<file path="src/rtl/mfsm_pkg.sv">
// Package: shared sizes, row type and the built-in example control table.
// Assumes every state has one default row (empty mask) after its
// conditional row, and that partial codes are unique within each
// microinstruction group.
package mfsm_pkg;

    localparam int NUM_STATES = 6;
    localparam int NUM_IN     = 3;
    localparam int NUM_OUT    = 6;
    localparam int NUM_MI     = 4;
    localparam int MAX_GROUP  = 2;
    localparam int NUM_ROWS   = 12;

    localparam int ST_W       = $clog2(NUM_STATES);
    localparam int MI_W       = $clog2(NUM_MI);
    localparam int PART_W     = $clog2(MAX_GROUP);
    localparam int CONV_AW    = PART_W + MI_W;
    localparam int CONV_DEPTH = 1 << CONV_AW;

    localparam logic [ST_W-1:0] INIT_STATE = '0;

    // Codes the first level emits for an illegal state: they point at a
    // converter slot that no row uses, which returns the initial state.
    localparam logic [MI_W-1:0]   RECOVER_MI   = '1;
    localparam logic [PART_W-1:0] RECOVER_PART = '1;

    typedef struct packed {
        logic [ST_W-1:0]   cur;
        logic [NUM_IN-1:0] mask;
        logic [NUM_IN-1:0] val;
        logic [ST_W-1:0]   nxt;
        logic [MI_W-1:0]   mi;
        logic [PART_W-1:0] part;
    } row_t;

    // Transition rows; within one state the lower index has priority.
    localparam row_t ROWS [NUM_ROWS] = '{
        '{3'd0, 3'b001, 3'b001, 3'd1, 2'd0, 1'b0},
        '{3'd0, 3'b000, 3'b000, 3'd2, 2'd1, 1'b0},
        '{3'd1, 3'b010, 3'b010, 3'd3, 2'd0, 1'b1},
        '{3'd1, 3'b000, 3'b000, 3'd4, 2'd1, 1'b1},
        '{3'd2, 3'b100, 3'b100, 3'd5, 2'd2, 1'b0},
        '{3'd2, 3'b000, 3'b000, 3'd2, 2'd1, 1'b0},
        '{3'd3, 3'b011, 3'b011, 3'd0, 2'd3, 1'b0},
        '{3'd3, 3'b000, 3'b000, 3'd5, 2'd2, 1'b0},
        '{3'd4, 3'b100, 3'b100, 3'd0, 2'd3, 1'b0},
        '{3'd4, 3'b000, 3'b000, 3'd1, 2'd0, 1'b0},
        '{3'd5, 3'b010, 3'b010, 3'd0, 2'd2, 1'b1},
        '{3'd5, 3'b000, 3'b000, 3'd4, 2'd1, 1'b1}
    };

    // Microoperation word for each microinstruction code.
    localparam logic [NUM_OUT-1:0] MOP_WORDS [NUM_MI] = '{
        6'b000011, 6'b001100, 6'b110000, 6'b100101
    };

    // Converter table entry: the target of any row whose {part, mi} matches
    // the address, else the initial state.
    function automatic logic [ST_W-1:0] conv_entry(input logic [CONV_AW-1:0] addr);
        logic [ST_W-1:0] word;
        word = INIT_STATE;
        for (int i = 0; i < NUM_ROWS; i++) begin
            if ({ROWS[i].part, ROWS[i].mi} == addr) begin
                word = ROWS[i].nxt;
            end
        end
        return word;
    endfunction

endpackage

</file>
<file path="src/rtl/mfsm_first_level.sv">
// First level: combinational match of the current state and the inputs
// against the transition rows. It yields only the microinstruction code and
// the partial next-state code. Assumes the lowest matching row index wins.
// A state with no row yields the recovery codes.
module mfsm_first_level
    import mfsm_pkg::*;
(
    input  logic [ST_W-1:0]   state_i,
    input  logic [NUM_IN-1:0] x_i,
    output logic [MI_W-1:0]   mi_code_o,
    output logic [PART_W-1:0] part_code_o
);

    // Priority row match: later rows are overwritten by earlier ones.
    always_comb begin
        mi_code_o   = RECOVER_MI;
        part_code_o = RECOVER_PART;
        for (int i = NUM_ROWS - 1; i >= 0; i--) begin
            if (ROWS[i].cur == state_i && ((x_i & ROWS[i].mask) == ROWS[i].val)) begin
                mi_code_o   = ROWS[i].mi;
                part_code_o = ROWS[i].part;
            end
        end
    end

endmodule

</file>
<file path="src/rtl/mfsm_conv_rom.sv">
// State code converter: a table addressed by {partial code, microinstruction
// code}. It is registered on the falling clock edge so the full next-state
// code is settled before the following rising edge. Assumes a synchronous
// active-low reset that loads the initial state code.
module mfsm_conv_rom
    import mfsm_pkg::*;
(
    input  logic              clk,
    input  logic              rst_n,
    input  logic [PART_W-1:0] part_i,
    input  logic [MI_W-1:0]   mi_i,
    output logic [ST_W-1:0]   next_state_o
);

    logic [ST_W-1:0] table_w [CONV_DEPTH];

    // One constant table word per address, computed from the row list.
    for (genvar a = 0; a < CONV_DEPTH; a++) begin : g_word
        assign table_w[a] = conv_entry(CONV_AW'(a));
    end

    // Falling-edge registered read.
    always_ff @(negedge clk) begin
        if (!rst_n) begin
            next_state_o <= INIT_STATE;
        end else begin
            next_state_o <= table_w[{part_i, mi_i}];
        end
    end

endmodule

</file>
<file path="src/rtl/mfsm_mop_rom.sv">
// Microoperation decoder: a table addressed by the microinstruction code,
// registered on the falling clock edge. It also serves as the output
// register. Assumes a synchronous active-low reset that clears the outputs.
module mfsm_mop_rom
    import mfsm_pkg::*;
(
    input  logic               clk,
    input  logic               rst_n,
    input  logic [MI_W-1:0]    mi_i,
    output logic [NUM_OUT-1:0] mop_o
);

    logic [NUM_OUT-1:0] table_w [NUM_MI];

    // Table words taken from the package.
    for (genvar k = 0; k < NUM_MI; k++) begin : g_word
        assign table_w[k] = MOP_WORDS[k];
    end

    // Falling-edge registered read.
    always_ff @(negedge clk) begin
        if (!rst_n) begin
            mop_o <= '0;
        end else begin
            mop_o <= table_w[mi_i];
        end
    end

endmodule

</file>
<file path="src/rtl/mfsm_top.sv">
// Two-level Mealy controller. The state register (rising edge) feeds the
// first level, whose codes address the converter and microoperation tables
// (falling edge). The converter output loads the state register on the
// next rising edge. Assumes a free-running clock and a synchronous
// active-low reset held for at least one full cycle.
module mfsm_top
    import mfsm_pkg::*;
(
    input  logic               clk,
    input  logic               rst_n,
    input  logic [NUM_IN-1:0]  x_in,
    output logic [NUM_OUT-1:0] mop_out
);

    logic [ST_W-1:0]   state_q;
    logic [ST_W-1:0]   conv_q;
    logic [MI_W-1:0]   mi_code;
    logic [PART_W-1:0] part_code;

    mfsm_first_level u_first (
        .state_i     (state_q),
        .x_i         (x_in),
        .mi_code_o   (mi_code),
        .part_code_o (part_code)
    );

    mfsm_conv_rom u_conv (
        .clk          (clk),
        .rst_n        (rst_n),
        .part_i       (part_code),
        .mi_i         (mi_code),
        .next_state_o (conv_q)
    );

    mfsm_mop_rom u_mop (
        .clk   (clk),
        .rst_n (rst_n),
        .mi_i  (mi_code),
        .mop_o (mop_out)
    );

    // State register: loads the converted next-state code.
    always_ff @(posedge clk) begin
        if (!rst_n) begin
            state_q <= INIT_STATE;
        end else begin
            state_q <= conv_q;
        end
    end

endmodule

</file>
<file path="config.mk">
export PLATFORM = sky130hd
export DESIGN_NAME = mfsm_top
export DESIGN_NICKNAME = d
export VERILOG_FILES = /design/src/rtl/mfsm_pkg.sv /design/src/rtl/mfsm_first_level.sv /design/src/rtl/mfsm_conv_rom.sv /design/src/rtl/mfsm_mop_rom.sv /design/src/rtl/mfsm_top.sv
export SDC_FILE = /design/constraint.sdc
export NUM_CORES = 1
export LEC_CHECK = 0
export BUFFER_PORTS_ARGS = -buffer_cell sky130_fd_sc_hd__buf_2
export CORE_AREA = 2 2 39 41
export DETAILED_ROUTE_END_ITERATION = 8
export DIE_AREA = 0 0 41 43
export HOLD_SLACK_MARGIN = 0.1
export SLEW_MARGIN = 5
export SYNTH_ARGS = -nofsm -noshare
export SYNTH_HDL_FRONTEND = slang
export SYNTH_SLANG_ARGS = --single-unit
</file>
<file path="constraint.sdc">
create_clock -name clk -period 2.5 [get_ports clk]
set_clock_uncertainty 0.15 [all_clocks]
set_input_delay 0.5 -clock clk [delete_from_list [all_inputs] [get_ports clk]]
set_output_delay 0.5 -clock clk [all_outputs]
set_load 0.02 [all_outputs]
</file>
After elaboration in Yosys (flattened, before gate mapping) --
Memories as Yosys holds them, arrays and structs flattened. A register that Yosys moved wholly into a read port is not among the register bits. Cells that the tools add are included.
Word-level totals: register bits after elaboration 9, memory bits (read-only) 24, input bits 5, output and inout port bits 6, word-level logic and storage cells 45, memories 1
Memory list:
- (name not given) | words 8, bits a word 3, rd ports 1, clocked after memory_dff 1, wr ports 0, line mfsm_conv_rom.sv:27 | next_state_o <= table_w[{part_i, mi_i}];
Cells by class: order comparisons 1, equal/unequal tests 6, mux-type cells 25, bitwise gates (word level) 2, reduce and logical (&&, ||, !) cells 8
Operators by type and width (number):
- $mux W2 | 12
- $bmux W6 S2 | 1
- $mux W6 | 2
- $mux W1 | 10
- $eq A2 B3 Y1 const A | 2
- $eq A3 B3 Y1 const A | 2
- $logic_and A1 B1 Y1 | 6
- $not A3 Y4 | 1
- $eq A1 B3 Y1 const A | 1
- $ge A3 B3 Y1 const B | 1
- $logic_not A3 Y1 | 1
- $not A2 Y3 | 1
- $eq A2 B2 Y1 const B | 1
- $logic_not A1 Y1 | 1

Longest topological paths before layout --
word-level depth 17, depth in mapped cells 7, mapped depth without buffers 6

By module --
Synthesis repeated with hierarchy kept, for this count alone.
Second synthesis, totals: cells, all modules 49, area total of the unflattened synthesis 485.5 um^2
Modules (own cells, without submodules):
- mfsm_mop_rom | times used 1, cells each 18, area an instance 215.2 um^2, sequential area each 120.1 um^2
- mfsm_conv_rom | times used 1, cells each 11, area an instance 116.4 um^2, sequential area each 60.1 um^2
- mfsm_top | times used 1, cells each 6, area an instance 78.8 um^2, sequential area each 60.1 um^2
- mfsm_first_level | times used 1, cells each 14, area an instance 75.1 um^2, sequential area each 0.0 um^2

==> reports/results.tsv <==
stage	metric	value	unit
run_status	status	finished, violations left	
run_status	violations	setup timing	
clocking	cts.sinks	12	
setup_path	path_class	input port to register	
timing	relSlewSlack	0.761	
logic_synthesis	synth_nets	61	
setup_path	worstPathArrival	1.88	ns
pwr	cellPowerDensity	576	nW/um2
logic_synthesis	ys_seq_elements	12	
logic_synthesis	yosys.area.top_type	dfxtp_1	
timing	tightest_slew	0.350	ns
global_route	grt_overflow	0	
timing	hold_viol	0	
setup_path	cp_cell_sequence	buf_2 -> and3_4 -> o21a_1 -> or3_4 -> ha_4 -> and2_4 -> mux2_4	
floorplan	die_y	43	um
pwr	ir_drop	326	uV
clocking	cts_tree	done	
routing	wire_per_inst	11.9	um
clocking	cts-hold-fix-buffers	0	
logic_synthesis	synth.distinct_cells	24	
logic_synthesis	yosysTopAreaCellShare	0.456	
pwr	p_leak	0.452	nW
clocking	cts_buffer_depth	2	
pwr	intPower	0.000373	W
clocking	cts_root_buf	clkbuf_4	
finish	diodes	0	
setup_path	crit_required	1.32	ns
placement	gp_congestion	0.729	
timing	finalSetupViolations	15	
floorplan	rows	14	
routing	viasPerCell	4.68	
pwr	power	0.000539	W
floorplan	core	1380	um2
timing	setup_slack	-0.556	ns
pwr	clockPowerShare	0.328	
global_route	grt.total_usage	0.181	
routing	vias	519	
placement	port_buffers	10	
floorplan	initial_core_util	0.381	
pwr	swShare	0.309	
routing	drt_iter0_markers	3	
setup_path	cp_slowest_stage_delay	0.37	ns
flow_run	maxCapViolCount	0	
logic_synthesis	synth_warnings	0	
placement	dpl.hpwl	796	um
setup_path	cp-start-kind	input port	
logic_synthesis	ys_top_cells_by_area	dfxtp_1 (46%), and2_1 (9.5%), ha_1 (7.1%), mux2i_1 (3.8%), nor2_1 (2.9%)	
placement	pre_cts_slack	-0.906	ns
pwr	combPwrFrac	0.266	
finish	syn_to_final_growth	77.9	%
global_route	antenna_found_initial	0	
routing	drc	0	
floorplan	die_w	41	um
finish	layout.nets	104	
clocking	clk_pin_slew	0.07	ns
logic_synthesis	synth_area	527	um2
setup_path	cp_max_fo	3	
global_route	grt_max_degree	8	
finish	drive_above_1_share	0.621	
setup_path	end_kind	register	
routing	finalWirelength	1.32	mm
floorplan	ios	11	
pwr	p_sw	0.000167	W
global_route	grt_pass1_vias	538	
timing	rsz0062_at_grt	yes	
setup_path	worst-path-buf-inv	1	
logic_synthesis	ys_seq_area_frac	0.456	
timing	finalMaxSlewViolations	0	
clocking	numCtsBuffers	3	
timing	tns	-3.89	ns
pwr	seqPwrFrac	0.406	
routing	final_antenna_net_count	0	
logic_synthesis	avgSynthCellArea	9.94	um2
clocking	clock_latency	0.33	ns
floorplan	die-area	1760	um2
min_path	holdCritPathClass	input port to register	
clocking	htreeDepth	1	
logic_synthesis	synthCells	53	
global_route	grt_first_pass_wirelength	2.15	mm
routing	first_pass_iters	2	
setup_path	path_delay_family	simple AND/OR/NAND/NOR gates	
setup_path	critical_path.slowest_cell	or3_4	
[power groups by stage]
stage	Combinational [W]	Sequential [W]	Clock, W
2_1_floorplan	0.0000479	0.000229	0.0000246
3_3_place_gp	0.000105	0.000218	0.0000246
3_5_place_dp	0.000106	0.000218	0.0000246
4_1_cts	0.000136	0.000218	0.000186
5_1_grt	0.000157	0.000220	0.000212
6_report	0.000143	0.000219	0.000177
[placed cells by master (no fill, tap or decap), types with 2 or more instances in the layout]
master,Yosys,final
clkbuf_4,0,3
and2_1,8,6
buf_6,1,8
and2_4,0,2
dfxtp_2,0,7
inv_1,3,11
mux2i_1,2,2
ha_4,0,2
nor2_1,4,4
buf_4,0,19
buf_2,0,4
or3_4,0,2
nand2_1,2,2
dfxtp_1,12,3
dfxtp_4,0,2
[synth_stat cells, drive strengths merged]
library cell / instances
dfxtp: 12
a311oi: 1
o21bai: 1
nor2b: 1
nand2: 2
buf: 1
o21a: 1
or3: 2
and2: 8
o31a: 2
a21oi: 3
mux2: 1
mux2i: 2
ha: 3
or2b: 1
inv: 3
and3: 1
a2111oi: 1
nor2: 4
a21o: 1
a211oi: 1
nor3: 1
[metal layers]
| metal | share of wire | global-route usage |
|---|---|---|
| met3 | 0.054 | 0.0995 |
| met2 | 0.48 | 0.256 |
| met4 | 0.036 | 0.107 |
| met1 | 0.43 | 0.203 |
| met5 | 0 | 0 |
[path summary, 6_finish.rpt]
check / startpoint / cells after the start / end / slack [ns]
worst min register to register: u_conv.next_state_o[0]$_SDFF_NN0_ / 1 / state_q[0]$_SDFF_PN0_ / 1.58
worst max-delay path: x_in[0] / 7 / u_conv.next_state_o[1]$_SDFF_NN0_ / -0.56
worst min-delay path: rst_n / 3 / state_q[1]$_SDFF_PN0_ / 0.47
worst max register to register: state_q[1]$_SDFF_PN0_ / 6 / u_conv.next_state_o[1]$_SDFF_NN0_ / -0.55
[cells by family after synthesis]
group,share of synthesized area
AOI/OAI and AO/OA,0.162
adders and majority gates,0.0713
buffers and inverters,0.0428
DFF,0.456
muxes,0.0594
and+or+nand+nor,0.209
[worst reg2reg max path, delay by kind of cell, from the launching register on]
family,cells,cell delay [ns]
fa+ha+maj,1,0.17
simple gates,3,0.64
compound gates,1,0.19
flops,1,0.36
mux,1,0.24
[final cells by class]
class	count	area [um2]
clock buffer	3	22.5
clock inverter	10	38.8
fill	119	447
inverter	2	7.51
multi-input combinational	37	339
sequential	12	256
tap	16	20.0
timing repair buffer	31	253
[metrics by stage]
step / instance area (um2) / std cells / utilization / hold WS (ns)
after floorplan: 541 / 53 / - / 0.472
after global placement: 734 / 96 / 0.531 / 0.733
after detailed placement: 734 / 96 / 0.531 / 0.742
after CTS: 918 / 110 / 0.664 / 0.457
after global routing: 937 / 111 / 0.677 / 0.460
final: 937 / 111 / 0.677 / 0.468
[registers in the layout, indices dropped and copies added (netlist names)]
| register | count |
|---|---|
| u_mop.mop_o | 6 |
| state_q | 3 |
| u_conv.next_state_o | 3 |
[what timing repair did]
action	CTS	global route
pin swaps	8	5
buffers inserted	2	1
resized for setup	33	4
setup endpoints to repair	15	15
Power figures use the tool's default switching activity.
